### src/rtl/iq_pkg.sv
package iq_pkg;

    typedef enum logic [1:0] {
        ST_FREE  = 2'd0,
        ST_WAIT  = 2'd1,
        ST_READY = 2'd2,
        ST_EXEC  = 2'd3
    } slot_state_e;

    // a is older than b when bit (w-1) of (a - b) is set (modulo 2**w)
    function automatic logic wrap_older(input logic [31:0] a,
                                        input logic [31:0] b,
                                        input int unsigned  w);
        logic [31:0] diff;
        diff = a - b;
        return diff[w-1];
    endfunction

endpackage

### src/rtl/iq_slot.sv
module iq_slot
    import iq_pkg::*;
#(
    parameter int SEQ_W = 5
) (
    input  logic             clk,
    input  logic             rst,
    input  logic             alloc_i,
    input  logic [SEQ_W-1:0] alloc_idx_i,
    input  slot_state_e      alloc_state_i,
    input  logic             wake_valid_i,
    input  logic [SEQ_W-1:0] wake_idx_i,
    input  logic             issue_i,
    input  logic             wb_valid_i,
    input  logic [SEQ_W-1:0] wb_idx_i,
    output slot_state_e      state_o,
    output logic [SEQ_W-1:0] idx_o,
    output logic             wb_hit_o
);

    slot_state_e      state_q, state_d;
    logic [SEQ_W-1:0] idx_q;
    logic             wake_hit;

    assign wake_hit = wake_valid_i && (state_q == ST_WAIT) && (wake_idx_i == idx_q);
    assign wb_hit_o = wb_valid_i && (state_q == ST_EXEC) && (wb_idx_i == idx_q);

    always_comb begin
        state_d = state_q;
        if (alloc_i) begin
            state_d = alloc_state_i;
        end else begin
            unique case (state_q)
                ST_WAIT:  if (wake_hit) state_d = ST_READY;
                ST_READY: if (issue_i)  state_d = ST_EXEC;
                ST_EXEC:  if (wb_hit_o) state_d = ST_FREE;
                default:  state_d = state_q;
            endcase
        end
    end

    always_ff @(posedge clk) begin
        if (rst) begin
            state_q <= ST_FREE;
            idx_q   <= '0;
        end else begin
            state_q <= state_d;
            if (alloc_i) idx_q <= alloc_idx_i;
        end
    end

    assign state_o = state_q;
    assign idx_o   = idx_q;

    p_alloc_free_r2: assert property (@(posedge clk) disable iff (rst)
        alloc_i |-> state_q == ST_FREE)
        else $error("allocation into occupied slot");

    p_wait_holds_r3: assert property (@(posedge clk) disable iff (rst)
        (state_q == ST_WAIT && !(wake_valid_i && wake_idx_i == idx_q)) |=> state_q == ST_WAIT)
        else $error("waiting entry left without wakeup");

    p_issue_ready_r4: assert property (@(posedge clk) disable iff (rst)
        issue_i |-> state_q == ST_READY)
        else $error("issue of non-ready slot");

    p_exec_holds_r5: assert property (@(posedge clk) disable iff (rst)
        (state_q == ST_EXEC && !(wb_valid_i && wb_idx_i == idx_q)) |=> state_q == ST_EXEC)
        else $error("executing entry left without writeback");

    p_free_stays_r8: assert property (@(posedge clk) disable iff (rst)
        (state_q == ST_FREE && !alloc_i) |=> state_q == ST_FREE)
        else $error("free slot occupied without dispatch");

endmodule

### src/rtl/iq_free_pick.sv
module iq_free_pick #(
    parameter int NUM_SLOTS = 8
) (
    input  logic [NUM_SLOTS-1:0] occupied_i,
    output logic                 any_free_o,
    output logic [NUM_SLOTS-1:0] grant_o
);

    // lowest-numbered free slot wins
    always_comb begin
        grant_o = '0;
        for (int i = NUM_SLOTS - 1; i >= 0; i--) begin
            if (!occupied_i[i]) begin
                grant_o    = '0;
                grant_o[i] = 1'b1;
            end
        end
    end

    assign any_free_o = ~&occupied_i;

endmodule

### src/rtl/iq_age_pick.sv
module iq_age_pick
    import iq_pkg::*;
#(
    parameter int NUM_SLOTS = 8,
    parameter int SEQ_W     = 5
) (
    input  logic [NUM_SLOTS-1:0]            ready_i,
    input  logic [NUM_SLOTS-1:0][SEQ_W-1:0] idx_i,
    output logic                            valid_o,
    output logic [NUM_SLOTS-1:0]            sel_o,
    output logic [SEQ_W-1:0]                idx_o
);

    localparam int PAD_W = 32 - SEQ_W;

    always_comb begin
        valid_o = 1'b0;
        sel_o   = '0;
        idx_o   = '0;
        for (int i = 0; i < NUM_SLOTS; i++) begin
            if (ready_i[i] &&
                (!valid_o || wrap_older({{PAD_W{1'b0}}, idx_i[i]},
                                        {{PAD_W{1'b0}}, idx_o}, SEQ_W))) begin
                valid_o  = 1'b1;
                sel_o    = '0;
                sel_o[i] = 1'b1;
                idx_o    = idx_i[i];
            end
        end
    end

endmodule

### src/rtl/issue_queue.sv
module issue_queue
    import iq_pkg::*;
#(
    parameter int NUM_SLOTS = 8,
    parameter int SEQ_W     = 5
) (
    input  logic             clk,
    input  logic             rst,
    input  logic             disp_valid_i,
    input  logic [SEQ_W-1:0] disp_idx_i,
    input  logic             disp_opnd_rdy_i,
    input  logic             disp_imm_i,
    output logic             disp_ready_o,
    input  logic             wake_valid_i,
    input  logic [SEQ_W-1:0] wake_idx_i,
    input  logic             res_rdy_i,
    output logic             issue_valid_o,
    output logic [SEQ_W-1:0] issue_idx_o,
    input  logic             wb_valid_i,
    input  logic [SEQ_W-1:0] wb_idx_i,
    output logic             wb_done_o
);

    localparam int PAD_W = 32 - SEQ_W;

    slot_state_e                     slot_state [NUM_SLOTS];
    logic [NUM_SLOTS-1:0][SEQ_W-1:0] slot_idx;
    logic [NUM_SLOTS-1:0]            occupied, ready_vec, wb_hit, dup_hit;
    logic [NUM_SLOTS-1:0]            free_grant, cand_sel, issue_sel;
    logic                            any_free, cand_valid;
    logic [SEQ_W-1:0]                cand_idx;
    logic                            disp_fire, q_issue, imm_issue;
    slot_state_e                     alloc_state;

    iq_free_pick #(.NUM_SLOTS(NUM_SLOTS)) i_free (
        .occupied_i (occupied),
        .any_free_o (any_free),
        .grant_o    (free_grant)
    );

    iq_age_pick #(.NUM_SLOTS(NUM_SLOTS), .SEQ_W(SEQ_W)) i_age (
        .ready_i (ready_vec),
        .idx_i   (slot_idx),
        .valid_o (cand_valid),
        .sel_o   (cand_sel),
        .idx_o   (cand_idx)
    );

    assign disp_fire = disp_valid_i && any_free;
    assign q_issue   = cand_valid && res_rdy_i;
    assign imm_issue = disp_fire && disp_imm_i && disp_opnd_rdy_i && res_rdy_i && !cand_valid;
    assign issue_sel = q_issue ? cand_sel : '0;

    always_comb begin
        if (imm_issue)            alloc_state = ST_EXEC;
        else if (disp_opnd_rdy_i) alloc_state = ST_READY;
        else                      alloc_state = ST_WAIT;
    end

    for (genvar g = 0; g < NUM_SLOTS; g++) begin : g_slot
        iq_slot #(.SEQ_W(SEQ_W)) i_slot (
            .clk           (clk),
            .rst           (rst),
            .alloc_i       (disp_fire && free_grant[g]),
            .alloc_idx_i   (disp_idx_i),
            .alloc_state_i (alloc_state),
            .wake_valid_i  (wake_valid_i),
            .wake_idx_i    (wake_idx_i),
            .issue_i       (issue_sel[g]),
            .wb_valid_i    (wb_valid_i),
            .wb_idx_i      (wb_idx_i),
            .state_o       (slot_state[g]),
            .idx_o         (slot_idx[g]),
            .wb_hit_o      (wb_hit[g])
        );
        assign occupied[g]  = slot_state[g] != ST_FREE;
        assign ready_vec[g] = slot_state[g] == ST_READY;
        assign dup_hit[g]   = occupied[g] && (slot_idx[g] == disp_idx_i);

        p_oldest_r4: assert property (@(posedge clk) disable iff (rst)
            (issue_valid_o && ready_vec[g] && !issue_sel[g]) |->
                wrap_older({{PAD_W{1'b0}}, issue_idx_o},
                           {{PAD_W{1'b0}}, slot_idx[g]}, SEQ_W))
            else $error("younger ready tag issued ahead of an older one");
    end

    assign disp_ready_o  = any_free;
    assign issue_valid_o = q_issue || imm_issue;
    assign issue_idx_o   = q_issue ? cand_idx : disp_idx_i;
    assign wb_done_o     = |wb_hit;

    p_unique_dispatch_r2: assert property (@(posedge clk) disable iff (rst)
        disp_fire |-> !(|dup_hit))
        else $error("dispatched index already held");

    p_one_issue_r4: assert property (@(posedge clk) disable iff (rst)
        $onehot0(issue_sel))
        else $error("more than one slot issued");

    p_res_gate_r7: assert property (@(posedge clk) disable iff (rst)
        issue_valid_o |-> res_rdy_i)
        else $error("issue without resource grant");

    p_single_wb_r5: assert property (@(posedge clk) disable iff (rst)
        $onehot0(wb_hit))
        else $error("writeback matched several slots");

endmodule

### config.mk
export PLATFORM = sky130hd
export DESIGN_NAME = issue_queue
export DESIGN_NICKNAME = d
export VERILOG_FILES = /design/src/rtl/iq_pkg.sv /design/src/rtl/iq_slot.sv /design/src/rtl/iq_free_pick.sv /design/src/rtl/iq_age_pick.sv /design/src/rtl/issue_queue.sv
export SDC_FILE = /design/constraint.sdc
export NUM_CORES = 1
export LEC_CHECK = 0
export BUFFER_PORTS_ARGS = -buffer_cell sky130_fd_sc_hd__buf_2
export CAP_MARGIN = 30
export CORE_ASPECT_RATIO = 1.1
export CORE_MARGIN = 2
export CORE_UTILIZATION = 40
export CTS_BUF_LIST = sky130_fd_sc_hd__clkbuf_16
export DETAILED_ROUTE_END_ITERATION = 10
export PLACE_DENSITY = 0.67
export SYNTH_ARGS = -nofsm -noshare
export SYNTH_HDL_FRONTEND = slang
export SYNTH_HIERARCHICAL = 1
export SYNTH_SLANG_ARGS = --single-unit
### constraint.sdc
create_clock -name clk -period 51.3 [get_ports clk]
set_input_delay 10.26 -clock clk [delete_from_list [all_inputs] [get_ports clk]]
set_output_delay 10.26 -clock clk [all_outputs]
set_load 0.05 [all_outputs]
==> metrics.csv, run 1 <==
stage,metric,value,unit
synthesis,Yosys cell types,87,
route,Pre-antenna DRT Iters,6,
floorplan,initial core utilization,40.5,%
synthesis,top-area cell type share of the netlist area,17.1,%
power_and_ir_drop,combinational share of power,68.6,%
cells_and_area,Util after Layout,43.1,%
sta,Rel. slew slack,36.3,%
route,Vias per Instance,5.72,
worst_hold_path,Hold Path End,g_slot[6].i_slot/state_o[0],
clock_tree,Sink Count,56,
synthesis,Async SR Flop Fraction,0,%
placement,I/O Buffers,30,
global_route,first-pass GRT wire length,28400,µm
setup_path,Setup crit start kind,flop,
setup_path,Critical R2R Launch,g_slot[0].i_slot/state_o[1],
synthesis,Synthesis Warnings,6,
synthesis,mean post-synth cell area,8.37,µm²
floorplan,core area,0.0162,mm²
synthesis,most frequent cells after synthesis,"nor2_1, mux2i_1, xnor2_1",
setup_path,crit-path max cell delay,830,ps
setup_path,CP max FO,18,
clock_tree,clock slew at reported path FFs,80,ps
floorplan,Die H,138,µm
clock_tree,Hold Buf Count CTS,0,
sta,# setup viols final,0,
sta,worst hold slack,567,ps
job,Max-cap violations,0,
synthesis,"Seq/Total Area, Yosys",17.1,%
run_status,status,"complete, no violations",
route,DRC errors left,0,
setup_path,crit path from,g_slot[0].i_slot/state_o[1],
worst_hold_path,worst hold-check path type,reg -> reg,
synthesis,syn_nets,860,
sta,setup TNS,0,ps
route,Total Routed Length,17200,µm
synthesis,Post-synth EDFFs,0,
sta,unrepaired setup endpoints after global routing,false,
placement,cell count after placement,998,
global_route,vias in the first global route,5589,
setup_path,"Arr. time, crit path",16390,ps
sta,final worst clock skew,5.53,ps
clock_tree,clk_lat worst skew,290,ps
synthesis,Post-Syn Area,0.00656,mm²
floorplan,full die area,0.0174,mm²
sta,Max Freq,37.5,MHz
route,WL/cell,17.2,µm
power_and_ir_drop,maximum VDD drop,36.0,µV
cells_and_area,nets@finish,877,
cells_and_area,area grow syn2layout,6.24,%
power_and_ir_drop,Power Dens Cells,48.4,mW/mm²
power_and_ir_drop,Pint,0.177,mW
placement,routability cong.,0.909,
synthesis,leading area contributor after synthesis,dfxtp_1,
global_route,GRT Util Overall,19.4,%
worst_hold_path,min-delay src,g_slot[6].i_slot/state_o[0],
power_and_ir_drop,Clock power frac,13.2,%
sta,post-layout minimum cycle time,26650,ps
placement,dpl ws,25040,ps
worst_hold_path,hold depth,2,
placement,placed cell areas,0.00679,mm²
setup_path,flop2flop setup slack,34950,ps
power_and_ir_drop,switching share of total power,47.4,%
floorplan,die span in x,126,µm
sta,Slew Limit Fails,0,
global_route,initial antenna violation count,0,
power_and_ir_drop,total power,0.338,mW
clock_tree,Root Buffer,clkbuf_16,
clock_tree,PostCTS Resize Cnt,0,
sta,Fin. Hold Viols,0,
sta,slew at the pin closest to its max-slew limit,931,ps
power_and_ir_drop,Sequential Power Share,18.2,%
route,drt initial violations,327,
power_and_ir_drop,Switching Power,0.160,mW
cells_and_area,layout cells sized above 1,13.9,%
setup_path,CP max-delay cell,a2111oi_0,
cells_and_area,n_diodes,0,
setup_path,most used cell along the critical path,ha_1,
synthesis,most frequent cell after synthesis,nor2_1,
global_route,largest net degree at the start of global routing,65,
floorplan,IO Pins,31,
floorplan,FP Rows,49,
synthesis,Mapped Cells,784,
clock_tree,Bufs on Longest Clock Path,2,
setup_path,Setup Crit Path Kind,reg -> out,
clock_tree,CTS tree,yes,
sta,final worst slack,24650,ps
synthesis,"Top FF cell, synth",dfxtp_1,
clock_tree,CTS Buf Count,5,
synthesis,"FF+latch count, synth",56,
route,vias post-DR,5744,
setup_path,Crit. End Element,output pin,
setup_path,Reg2Reg Depth,63,
clock_tree,Post-CTS Setup Inserts,0,
setup_path,FF-to-FF End,g_slot[0].i_slot/state_o[1],
placement,hpwl dp,13200,µm
clock_tree,CTS H-tree depth,2,
route,ANT nets after route,0,
cells_and_area,post-route cell area,0.00697,mm²
cells_and_area,"Cell Count, Final, Fillers Out",1005,
setup_path,Crit path required time,41040,ps
synthesis,largest cells by area after synthesis,"dfxtp_1, ha_1, mux2i_1",
power_and_ir_drop,Static Leakage,2.77,nW
sta,Tcrit/Tclk final,51.9,%
global_route,GRT overflow,0,
-- cell usage in the layout, fill, tap and decap left out, types with 9 or more instances in the layout --
cell	Yosys	final
ha_1	53	53
nor4_1	12	12
dfxtp_1	56	56
buf_2	4	30
nand3_1	15	15
and3_1	20	20
xor2_1	35	35
o21ai_0	18	18
nor2_1	91	91
nand2_1	33	33
mux2i_1	61	61
nand4_1	11	11
xnor2_1	58	58
nand2b_1	28	28
a22oi_1	11	11
or2_2	9	9
nor2b_1	11	11
inv_1	57	57
mux2_2	13	13
a21oi_1	18	18
-- cells by family after synthesis --
family | count (synthesis) | synth area share [%]
AO/OA/AOI/OAI | 144 | 17.6
XOR/XNOR | 96 | 13.4
adder cells (fa/ha/maj) | 53 | 10.1
buffers and inverters | 80 | 6.37
flip-flops | 56 | 17.1
multiplexers | 77 | 12.3
AND/OR/NAND/NOR | 278 | 23.1
-- power by group through the flow --
stage               Combinational [mW]  Clock [mW]  Sequential [mW]
finish                           0.231      0.0446           0.0615
global route                     0.258      0.0468           0.0628
CTS                              0.231      0.0451           0.0613
detailed placement               0.229           0           0.0624
global placement                 0.227           0           0.0621
floorplan                        0.195           0           0.0583
-- flip-flops by register name, summed over array words and instances, names as in the netlist --
signal and flops:
g_slot.i_slot/state_o 16, g_slot.i_slot/idx_o 40
-- worst max-delay path by stage --
stage	to	slack, ps	depth (start not counted)
after floorplan	issue_idx_o[0]	26580	63
after CTS	issue_idx_o[0]	24670	60
final	issue_idx_o[0]	24650	60
after global placement	issue_idx_o[0]	25540	60
after detailed placement	issue_idx_o[0]	25040	60
after global routing	issue_idx_o[0]	23120	60
-- per-layer routing --
metal  vias to the layer above  part of all wire [%]  track usage, %
li1                       2834                     -               -
met1                      2769                    47            26.1
met2                       127                    48            33.2
met3                        14                   3.5            2.36
met4                         0                   1.1            3.99
met5                         -                     0               0
-- final cells by class --
type                    instances  area (µm²)
clock buffers                   5         125
clock inverters                 2        60.1
well taps                     204         255
inverters                      57         214
fillers                      1646        9220
repair buffers                 33         173
flip-flops and latches         56        1120
multi-input cells             648        5020
-- worst max-delay path: cells and delay by family (launching register included) --
family                   cells  cell delay, ps
XOR/XNOR                     5             760
adder cells (fa/ha/maj)      7            2000
flip-flops                   1             440
multiplexers                 6            1820
buffers and inverters        6             760
AND/OR/NAND/NOR             12            2240
AO/OA/AOI/OAI               24            8050
No activity file was read; power rests on OpenSTA's default activity.
==> run 2, diff against run 1 <==
- clock period: 51.3 -> 24.9 ns (I/O delays scaled with it)
==> run 2 against run 1 <==
- clock skew decreased by 1.1 ps
- hold slack improved by 4.4 ps
- wire length about the same
- sequential share of layout area unchanged
- sequential power increased by 110%
- first-iteration DRC count increased by 25%
- core utilization unchanged
- total power increased by 110%
- final cell count unchanged
==> metrics.csv, run 2 (same netlist as run 1, synthesis figures left out) <==
stage,metric,value,unit
global_route,GRT Util Overall,19.4,%
floorplan,initial core utilization,40.5,%
floorplan,full die area,0.0174,mm²
sta,Max Freq,46.3,MHz
cells_and_area,n_diodes,0,
setup_path,Crit path required time,19920,ps
route,DRC errors left,0,
worst_hold_path,worst hold-check path type,reg -> reg,
power_and_ir_drop,Static Leakage,2.77,nW
job,Max-cap violations,0,
sta,slew at the pin closest to its max-slew limit,909,ps
setup_path,CP max-delay cell,a2111oi_0,
setup_path,Crit. End Element,output pin,
route,vias post-DR,5792,
clock_tree,Post-CTS Setup Inserts,0,
sta,post-layout minimum cycle time,21600,ps
global_route,M1 GR Usage,26.1,%
global_route,Most Crowded Layer GR,met2,
placement,hpwl dp,13100,µm
global_route,met3 Use GR,2.63,%
placement,I/O Buffers,30,
clock_tree,clk_lat worst skew,300,ps
sta,Slew Limit Fails,0,
setup_path,crit path from,g_slot[0].i_slot/state_o[1],
power_and_ir_drop,total power,0.696,mW
global_route,initial antenna violation count,0,
clock_tree,CTS H-tree depth,2,
cells_and_area,Largest register FFs,40,
clock_tree,Root Buffer,clkbuf_16,
global_route,vias in the first global route,5542,
cells_and_area,area grow syn2layout,6.24,%
power_and_ir_drop,maximum VDD drop,85.3,µV
clock_tree,clock slew at reported path FFs,70,ps
sta,Fin. Hold Viols,0,
setup_path,flop2flop setup slack,8320,ps
floorplan,FP Rows,49,
floorplan,die span in x,126,µm
global_route,routing usage on met2,32.3,%
floorplan,Die H,138,µm
sta,unrepaired setup endpoints after global routing,false,
run_status,status,"complete, no violations",
worst_hold_path,min-delay src,g_slot[6].i_slot/state_o[0],
cells_and_area,Util after Layout,43.1,%
clock_tree,CTS tree,yes,
setup_path,"Arr. time, crit path",16620,ps
route,Vias per Instance,5.76,
sta,Tcrit/Tclk final,86.8,%
clock_tree,Bufs on Longest Clock Path,2,
cells_and_area,"commonest non-fill, non-tap cell in the layout",nor2_1,
route,Pre-antenna DRT Iters,5,
cells_and_area,nets@finish,877,
sta,Rel. slew slack,37.8,%
floorplan,core area,0.0162,mm²
sta,setup TNS,0,ps
sta,final worst slack,3300,ps
cells_and_area,layout cells sized above 1,13.9,%
clock_tree,Hold Buf Count CTS,0,
route,ANT nets after route,0,
clock_tree,PostCTS Resize Cnt,0,
cells_and_area,fill count,1673,
cells_and_area,"commonest non-fill, non-tap cells in the layout","nor2_1, mux2i_1, xnor2_1",
route,WL/cell,17.2,µm
route,Total Routed Length,17200,µm
placement,dpl ws,3780,ps
setup_path,crit-path max cell delay,810,ps
setup_path,most used cell along the critical path,ha_1,
global_route,largest net degree at the start of global routing,65,
sta,worst hold slack,571,ps
sta,final worst clock skew,4.45,ps
route,drt initial violations,408,
sta,# setup viols final,0,
setup_path,Setup Crit Path Kind,reg -> out,
setup_path,CP max FO,18,
global_route,first-pass GRT wire length,28100,µm
floorplan,IO Pins,31,
clock_tree,CTS Buf Count,5,
setup_path,Critical R2R Launch,g_slot[0].i_slot/state_o[1],
placement,routability cong.,0.908,
clock_tree,Sink Count,56,
power_and_ir_drop,Power Dens Cells,99.8,mW/mm²
global_route,GRT overflow,0,
setup_path,Setup crit start kind,flop,
run 2: cell counts in the layout (fill, tap and decap cells not counted):
Identical to the previous run, type by type.
run 2: area by class of cell:
type / instances / area (µm²) / share of cell area [%]
Multi-Input combinational cell: 648 / 5020 / 72.1
Sequential cell: 56 / 1120 / 16.1
Tap cell: 204 / 255 / 3.66
Inverter: 57 / 214 / 3.07
Timing Repair Buffer: 33 / 173 / 2.48
Clock buffer: 5 / 125 / 1.80
Clock inverter: 2 / 60.1 / 0.862
run 2: stage by stage:
step,std cells,cell area [µm²]
2_1_floorplan,784,6560
3_3_place_gp,998,6790
3_5_place_dp,998,6790
4_1_cts,1005,6970
5_1_grt,1005,6970
6_report,1005,6970
run 2: final timing paths:
kind | depth (start not counted) | end
min | 2 | g_slot[6].i_slot/state_o[0]
max reg2reg | 63 | g_slot[0].i_slot/state_o[1]
min reg2reg | 2 | g_slot[6].i_slot/state_o[0]
max | 60 | issue_idx_o[0]
run 2: critical path, delay by kind of cell (launching register included):
kind	cells	cell delay [ps]
AND/OR/NAND/NOR	12	2260
multiplexers	6	1840
flip-flops	1	450
buffers and inverters	6	760
adder cells (fa/ha/maj)	7	2010
AO/OA/AOI/OAI	24	8250
XOR/XNOR	5	740
run 2: power by group:
group | total (mW) | switching (mW) | leakage [nW] | internal [mW]
Clock | 0.0922 | 0.0350 | 0.0899 | 0.0572
Sequential | 0.127 | 0.0247 | 0.455 | 0.102
Combinational | 0.477 | 0.271 | 2.22 | 0.206
run 2: routing by layer:
| layer | up-vias | wire [µm] |
|---|---|---|
| li1 | 2839 | - |
| met1 | 2783 | 8040 |
| met2 | 142 | 8120 |
| met3 | 28 | 711 |
| met4 | 0 | 378 |
| met5 | - | 0 |
